$ cat config.mk
export PLATFORM = sky130hd
export DESIGN_NAME = xfer_status_unit
export DESIGN_NICKNAME = d
export VERILOG_FILES = /design/src/rtl/xfer_status_pkg.sv /design/src/rtl/xfer_status_ctrl.sv /design/src/rtl/xfer_status_dp.sv /design/src/rtl/xfer_status_unit.sv
export SDC_FILE = /design/constraint.sdc
export NUM_CORES = 1
export LEC_CHECK = 0
export BUFFER_PORTS_ARGS = -buffer_cell sky130_fd_sc_hd__buf_2
export CORE_MARGIN = 2
export CORE_UTILIZATION = 40
export DETAILED_ROUTE_END_ITERATION = 8
export HOLD_SLACK_MARGIN = 0.03
export PLACE_DENSITY = 0.71
export SLEW_MARGIN = 10
export SYNTH_ARGS = -nofsm -noshare
export SYNTH_HDL_FRONTEND = slang
export SYNTH_SLANG_ARGS = --single-unit
$ cat constraint.sdc
create_clock -name clk -period 3.5 [get_ports clk]
set_clock_uncertainty 0.1 [all_clocks]
set_input_delay 0.175 -clock clk [delete_from_list [all_inputs] [get_ports clk]]
set_output_delay 0.175 -clock clk [all_outputs]
set_load 0.005 [all_outputs]
$ cat src/rtl/xfer_status_pkg.sv
package xfer_status_pkg;

  // flag register bit positions (enable register shares them)
  localparam int FLG_READY   = 0;
  localparam int FLG_EXPIRED = 1;
  localparam int FLG_WAITED  = 5;
  localparam int FLG_PTC     = 6;
  localparam int FLG_STC     = 7;

  // first clear register
  localparam int CLR1_WAITED = 3;
  localparam int CLR1_PTC    = 4;
  localparam int CLR1_STC    = 5;
  localparam int CLR1_DMA    = 6;
  localparam int CLR1_FIFO   = 7;

  // second clear register
  localparam int CLR2_EXPIRED = 0;

  // master control
  localparam int MC_OPEN_DRAIN = 2;

  // register offsets
  localparam int ADR_COUNT  = 0;
  localparam int ADR_FLAGS  = 1;
  localparam int ADR_INTEN  = 2;
  localparam int ADR_CLR1   = 3;
  localparam int ADR_CLR2   = 4;
  localparam int ADR_MASTER = 5;
  localparam int ADR_STATUS = 6;

  localparam int NUM_LATCHED = 3;

  typedef struct packed {
    logic loadCnt;
    logic clrWaited;
    logic clrPtc;
    logic clrStc;
    logic clrExpired;
  } strobe_t;

endpackage

$ cat src/rtl/xfer_status_ctrl.sv
module xfer_status_ctrl
  import xfer_status_pkg::*;
#(
  parameter int ADDR_W = 3
) (
  input  logic              clk,
  input  logic              rstN,
  input  logic              wrEn,
  input  logic [ADDR_W-1:0] addr,
  input  logic [7:0]        wrByte,
  output strobe_t           strb,
  output logic [7:0]        intEn,
  output logic [7:0]        masterCtl,
  output logic              dmaRst,
  output logic              fifoRst
);

  logic wrCount, wrClr1, wrClr2, wrInten, wrMaster;

  always_comb begin
    wrCount  = wrEn && (addr == ADDR_W'(ADR_COUNT));
    wrClr1   = wrEn && (addr == ADDR_W'(ADR_CLR1));
    wrClr2   = wrEn && (addr == ADDR_W'(ADR_CLR2));
    wrInten  = wrEn && (addr == ADDR_W'(ADR_INTEN));
    wrMaster = wrEn && (addr == ADDR_W'(ADR_MASTER));
  end

  always_comb begin
    strb.loadCnt    = wrCount;
    strb.clrWaited  = wrClr1 && wrByte[CLR1_WAITED];
    strb.clrPtc     = wrClr1 && wrByte[CLR1_PTC];
    strb.clrStc     = wrClr1 && wrByte[CLR1_STC];
    strb.clrExpired = wrClr2 && wrByte[CLR2_EXPIRED];
  end

  always_ff @(posedge clk) begin
    if (!rstN) begin
      intEn     <= '0;
      masterCtl <= '0;
      dmaRst    <= 1'b0;
      fifoRst   <= 1'b0;
    end else begin
      if (wrInten)  intEn     <= wrByte;
      if (wrMaster) masterCtl <= wrByte;
      dmaRst  <= wrClr1 && wrByte[CLR1_DMA];
      fifoRst <= wrClr1 && wrByte[CLR1_FIFO];
    end
  end

endmodule

$ cat src/rtl/xfer_status_dp.sv
module xfer_status_dp
  import xfer_status_pkg::*;
#(
  parameter int CNT_W = 32
) (
  input  logic             clk,
  input  logic             rstN,
  input  strobe_t          strb,
  input  logic [CNT_W-1:0] loadVal,
  input  logic             evtSample,
  input  logic             evtReady,
  input  logic             evtWaited,
  input  logic             evtPtc,
  input  logic             evtStc,
  output logic [CNT_W-1:0] cnt,
  output logic [7:0]       flags
);

  localparam logic [CNT_W-1:0] ONE = CNT_W'(1);

  logic                   expired;
  logic                   expSet;
  logic [NUM_LATCHED-1:0] latched;
  logic [NUM_LATCHED-1:0] evtVec;
  logic [NUM_LATCHED-1:0] clrVec;

  always_comb begin
    expSet = evtSample && !strb.loadCnt && (cnt == ONE);
    evtVec = {evtStc, evtPtc, evtWaited};
    clrVec = {strb.clrStc, strb.clrPtc, strb.clrWaited};
  end

  always_ff @(posedge clk) begin
    if (!rstN) begin
      cnt <= '0;
    end else if (strb.loadCnt) begin
      cnt <= loadVal;
    end else if (evtSample && (cnt != '0)) begin
      cnt <= cnt - ONE;
    end
  end

  always_ff @(posedge clk) begin
    if (!rstN) expired <= 1'b0;
    else       expired <= expSet | (expired & ~strb.clrExpired);
  end

  for (genvar gi = 0; gi < NUM_LATCHED; gi++) begin : g_latch
    always_ff @(posedge clk) begin
      if (!rstN) latched[gi] <= 1'b0;
      else       latched[gi] <= evtVec[gi] | (latched[gi] & ~clrVec[gi]);
    end
  end

  always_comb begin
    flags              = '0;
    flags[FLG_READY]   = evtReady;
    flags[FLG_EXPIRED] = expired;
    flags[FLG_WAITED]  = latched[0];
    flags[FLG_PTC]     = latched[1];
    flags[FLG_STC]     = latched[2];
  end

endmodule

$ cat src/rtl/xfer_status_unit.sv
module xfer_status_unit
  import xfer_status_pkg::*;
#(
  parameter int ADDR_W = 3,
  parameter int DATA_W = 32,
  parameter int CNT_W  = 32
) (
  input  logic              clk,
  input  logic              rstN,
  input  logic              regWrEn,
  input  logic [ADDR_W-1:0] regAddr,
  input  logic [DATA_W-1:0] regWrData,
  output logic [DATA_W-1:0] regRdData,
  input  logic              evtSample,
  input  logic              evtReady,
  input  logic              evtWaited,
  input  logic              evtPrimaryTc,
  input  logic              evtSecondaryTc,
  output logic              irqOut,
  output logic [1:0]        irqLine,
  output logic              irqOpenDrain,
  output logic              dataLeft,
  output logic              dmaResetPulse,
  output logic              fifoResetPulse
);

  strobe_t          strb;
  logic [7:0]       intEnValue;
  logic [7:0]       masterValue;
  logic [7:0]       flagsValue;
  logic [CNT_W-1:0] cntValue;

  xfer_status_ctrl #(.ADDR_W(ADDR_W)) i_ctrl (
    .clk       (clk),
    .rstN      (rstN),
    .wrEn      (regWrEn),
    .addr      (regAddr),
    .wrByte    (regWrData[7:0]),
    .strb      (strb),
    .intEn     (intEnValue),
    .masterCtl (masterValue),
    .dmaRst    (dmaResetPulse),
    .fifoRst   (fifoResetPulse)
  );

  xfer_status_dp #(.CNT_W(CNT_W)) i_dp (
    .clk       (clk),
    .rstN      (rstN),
    .strb      (strb),
    .loadVal   (regWrData[CNT_W-1:0]),
    .evtSample (evtSample),
    .evtReady  (evtReady),
    .evtWaited (evtWaited),
    .evtPtc    (evtPrimaryTc),
    .evtStc    (evtSecondaryTc),
    .cnt       (cntValue),
    .flags     (flagsValue)
  );

  always_comb begin
    dataLeft     = |(flagsValue & intEnValue);
    irqLine      = masterValue[1:0];
    irqOpenDrain = masterValue[MC_OPEN_DRAIN];
    irqOut       = dataLeft && (masterValue[1:0] != 2'b00);
  end

  always_comb begin
    case (regAddr)
      ADDR_W'(ADR_COUNT):  regRdData = DATA_W'(cntValue);
      ADDR_W'(ADR_FLAGS):  regRdData = DATA_W'(flagsValue);
      ADDR_W'(ADR_INTEN):  regRdData = DATA_W'(intEnValue);
      ADDR_W'(ADR_MASTER): regRdData = DATA_W'(masterValue);
      ADDR_W'(ADR_STATUS): regRdData = DATA_W'(dataLeft);
      default:             regRdData = '0;
    endcase
  end

endmodule

# Yosys cells after proc, flatten, opt, wreduce, memory -nomap -nowiden
# Cells that the tools add are included.
dict set report word_totals {
  reg_bits 54
  latch_bits 0
  ram_bits 0
  mem_bits_ro 0
  in_bits 43
  elab_cells 54
  memories 0
}
dict set report classes {
  add_sub_neg 1
  mul 0
  div 0
  n_lt_le_gt_ge 0
  eq_ne 7
  shift 0
  mux 3
  bitwise 13
  reduce_logical 21
}
# op count
set op_table {}
lappend op_table {{32-bit one-hot mux with 5 select lines} 1}
lappend op_table {{32-bit two-way mux} 2}
lappend op_table {{32-bit by 1-bit equality test with 1-bit output, second input constant} 1}
lappend op_table {{32-bit nonzero test} 1}
lappend op_table {{32-bit by 1-bit subtractor with 32-bit output, second input constant} 1}
lappend op_table {{1-bit logical AND} 15}
lappend op_table {{3-bit equality test, second input constant} 3}
lappend op_table {{8-bit bitwise AND} 1}
lappend op_table {{8-bit OR reduction} 1}
lappend op_table {{3-bit by 2-bit equality test with 1-bit output, second input constant} 2}
lappend op_table {{1-bit bitwise AND} 4}
lappend op_table {{1-bit NOT} 4}
lappend op_table {{1-bit OR} 4}
lappend op_table {{2-bit nonzero test} 2}
lappend op_table {{3-bit by 1-bit equality test with 1-bit output, second input constant} 1}
lappend op_table {{3-bit zero test} 1}
lappend op_table {{1-bit zero test} 1}

# Longest topological paths before layout
dict set report depth {
  ltp_word 6
  mapped_depth 9
  ltp_nobuf 7
}

# Hierarchy
# From an unflattened synthesis, not the netlist that was laid out.
dict set report hier_totals {
  hier_cells 417
  hier_area_um2 3465.8
}
# mod instances cells_per_inst area_each_um2 seq_area_each_um2
set modules_own_cells {}
lappend modules_own_cells {xfer_status_dp 1 267 2218.4 720.7}
lappend modules_own_cells {xfer_status_ctrl 1 75 733.2 360.3}
lappend modules_own_cells {xfer_status_unit 1 75 514.2 0.0}

# Worst setup path before layout
# Ideal clock, no wire load.
dict set report synth_timing {
  path_kind {register to register}
  start {register i_dp.cnt[6]}
  end {register i_dp.cnt[29]}
  setup_ns 0.074
  arrival_ns 2.643
  path_slack_ns 0.683
  stages_incl_launch_ff 8
  period_less_slack_ns 2.817
  path_cell_list {dfxtp_1 or4_4 buf_6 or4_4 or4_1 buf_2 or4_1 a31oi_1}
}
dict set report synth_via {
  elab_chain_len 3
}
# item line_no
set synth_rtl {}
lappend synth_rtl {{from (decl)} xfer_status_dp.sv:15} ;# output logic [CNT_W-1:0] cnt,
lappend synth_rtl {{from (signal assigned)} xfer_status_dp.sv:37} ;# cnt <= loadVal;
lappend synth_rtl {{from (signal assigned)} xfer_status_dp.sv:39} ;# cnt <= cnt - ONE;
lappend synth_rtl {{32-bit by 1-bit subtractor with 32-bit output or 32-bit nonzero test (tied branches)} {xfer_status_dp.sv:39, xfer_status_dp.sv:38}}
lappend synth_rtl {{32-bit two-way mux or 1-bit logical AND (tied branches)} xfer_status_dp.sv:38} ;# end else if (evtSample && (cnt != '0)) begin
lappend synth_rtl {{32-bit two-way mux or 2-bit nonzero test (tied branches)} --}
# Several ways; a longest one is shown, not always the timed one. The select of a mux whose other input is x is not followed.
# A chain may end at the register's enable or synchronous reset.

# Worst setup path in the final report
dict set report layout_timing {
  start {register i_dp.cnt[0]}
  end {register i_dp.cnt[29]}
}
# The elaborated chain is that of the path after synthesis.

==> results.py <==
metrics = {
    "sta": {
        "rsz0062_at_grt": "no",
        "finalSetupTns_ps": 0,
        "hold_ws_ps": 32.7,
        "slew_headroom": 0.378,
        "min_period_ps": 3070,
        "report.final.setup_viol": 0,
        "period_share": 0.876,
        "worst_slew_pin_slew_ps": 930,
        "max_freq_mhz": 326,
        "maxSlewViolCount": 0,
        "hold_viol_final": 0,
    },
    "synthesis": {
        "avgSynthCellArea_um2": 7.97,
        "synth_nets": 450,
        "synthFlopType": "dfxtp_1",
        "yosys_warnings": 0,
        "ys_types": 43,
        "ys_ff_latch": 54,
        "syn_inst": 405,
        "async_reset_ff_frac": 0,
        "yosysMostFrequentCell": "dfxtp_1",
        "synth_area_leader_cell": "dfxtp_1",
        "synth_edf_count": 0,
        "synthTopCellsByArea": "dfxtp_1 (34%), o21ai_0 (6.8%), mux2i_1 (5.9%), and2_1 (5.2%), a31oi_1 (5.0%)",
        "synth_top_area_frac": 0.335,
        "yosys-top-cells-count": "dfxtp_1 (54), o21ai_0 (44), nand2_1 (34)",
        "netlist_area_um2": 3230,
        "yosysSeqAreaShare": 0.335,
    },
    "grt": {
        "grt_max_degree": 55,
        "grt_pass1_vias": 2989,
        "antenna_found_initial": 0,
        "gr-total-overflow": 0,
        "grt_pass1_wl_mm": 14.5,
        "grtUsageTotal": 0.202,
    },
    "power_and_ir_drop": {
        "finalPower_mw": 2.02,
        "p_per_area_nw_per_um2": 528,
        "ir_drop_mv": 0.279,
        "power.leakage_nw": 1.54,
    },
    "detailed_routing": {
        "met2_length_mm": 4.00,
        "vias": 3337,
        "met1_length_mm": 4.34,
        "wire_per_inst_um": 15.4,
        "drt-total-wl_mm": 8.88,
        "drt_iter0_markers": 210,
        "highest_layer": "met4",
        "dr.pass1.iters": 5,
        "ant_nets": 0,
        "via_per_inst": 5.80,
        "wl_met3_um": 414,
        "route.detailed.drc": 0,
    },
    "die": {
        "rows": 32,
        "num_io_pins": 82,
        "core-area_um2": 7770,
        "die_h_um": 93.8,
        "initial_core_util": 0.415,
        "die-area_um2": 8800,
        "fp.dieW_um": 93.8,
    },
    "cts": {
        "clkTransAtPathRegs_ps": 100,
        "clock-sinks": 54,
        "ctsRootBufferMaster": "clkbuf_8",
        "clkLatencyLatePin_ps": 310,
        "cts_resized": 0,
        "cts_setup_buffers": 0,
        "ctsHoldBuffers": 4,
        "h-tree-depth": 2,
        "cts_buffer_depth": 2,
        "cts_tree": "yes",
        "cts_buffers": 5,
    },
    "setup_path": {
        "crit_buf_inv": 0,
        "critPathMaxFanout": 12,
        "critPathKind": "reg2reg",
        "path_delay_family": "simple AND/OR/NAND/NOR gates",
        "slowest_stage": "or4_1",
        "worst_path_largest_cell_delay_ps": 710,
        "crit_arrival_ps": 3200,
        "crit_path_start_kind": "flip-flop",
        "worstSetupEndpointType": "flip-flop",
        "cp_cell_sequence": "or4_1 > or4_4 > or4_1 > or4_1 > a31oi_1",
        "path_common_cell": "or4_1",
        "cp_data_required_time_ps": 3640,
    },
    "final_layout": {
        "area_delta_synth_final_pct": 18.5,
        "diodes": 0,
        "final_nets": 517,
        "drive_gt1_frac": 0.233,
        "fillers": 820,
    },
    "place": {
        "io_buffer_count": 81,
        "dp_hpwl_mm": 6.42,
        "place.gp.congestion": 0.868,
    },
    "hold_path": {
        "hold_path.class": "in2reg",
    },
    "status": {
        "run_status": "finished clean",
    },
    "job": {
        "cap_violations": 0,
    },
}
==> registers in the layout (all words and copies together), names as in the netlist <==
| register | cells |
|---|---|
| i_dp.cnt | 32 |
| i_dp.flags | 3 |
| i_ctrl.intEn | 8 |
| i_ctrl.fifoRst | 1 |
| i_dp.expired | 1 |
| i_ctrl.dmaRst | 1 |
| i_ctrl.masterCtl | 8 |
==> report_power, final <==
part	leakage [nW]	switching [mW]	internal [mW]
registers	0.441	0.104	0.695
logic	1.05	0.471	0.320
clock network	0.0514	0.214	0.214
total	1.54	0.789	1.23
==> cells by family after synthesis <==
logic type / count (synthesis) / share of synthesized area
xor gates and xnor gates: 7 / 0.0190
buffers and inverters: 34 / 0.0461
muxes: 19 / 0.0589
AOI/OAI and AO/OA: 122 / 0.237
DFF: 54 / 0.335
and+or+nand+nor: 167 / 0.296
adders and majority gates: 2 / 0.00775
==> worst register-to-register path, stage by stage, from the launching register on <==
cell     delay (ps)
dfxtp_1         360
or4_1           710
or4_4           560
or4_1           560
or4_1           520
a31oi_1         190
==> metrics by stage <==
stage | cells | utilization | setup WS [ps] | instance area [um2]
final | 575 | 0.492 | 435 | 3820
after global routing | 575 | 0.492 | 354 | 3820
after CTS | 575 | 0.491 | 471 | 3820
after detailed placement | 563 | 0.472 | 508 | 3670
after global placement | 563 | 0.472 | 577 | 3670
after floorplan | 405 | - | 683 | 3230
==> placed cells by master, fill, tap and decap left out, types with 5 or more instances in the layout <==
cell / instances
nor3_1: 9
a21oi_1: 11
or3_1: 16
mux2i_1: 19
or4_1: 18
a21boi_0: 9
a31oi_1: 26
dfxtp_1: 54
o22ai_1: 5
inv_1: 5
nand2_1: 33
clkbuf_8: 5
and2_1: 27
or2_2: 7
buf_2: 81
o41ai_1: 6
o21ai_0: 44
nor4_1: 6
nor2_1: 16
nand4_1: 5
o31ai_1: 10
nor2b_1: 13
==> routing by layer <==
metal,track usage,vias to the layer above
met4,0.0580,0
met3,0.0225,12
met2,0.311,106
met5,0,-
li1,-,1648
met1,0.296,1571
==> layout make-up <==
| cell class | count | area, um2 | area share |
|---|---|---|---|
| Multi-Input combinational cell | 317 | 2010 | 0.526 |
| Tap cell | 102 | 128 | 0.0334 |
| Clock buffer | 6 | 72.6 | 0.0190 |
| Clock inverter | 2 | 37.5 | 0.00982 |
| Sequential cell | 54 | 1080 | 0.283 |
| Timing Repair Buffer | 89 | 475 | 0.124 |
| Inverter | 5 | 18.8 | 0.00491 |
==> path summary, 6_finish.rpt <==
check	start	end	slack, ps	depth (start not counted)
min reg2reg	i_ctrl.masterCtl[5]	i_ctrl.masterCtl[5]	370	2
max	i_dp.cnt[0]	i_dp.cnt[29]	430	5
min	regWrData[7]	i_ctrl.fifoRst	30	2
max reg2reg	i_dp.cnt[0]	i_dp.cnt[29]	430	5
(Power assumes the default switching activity.)
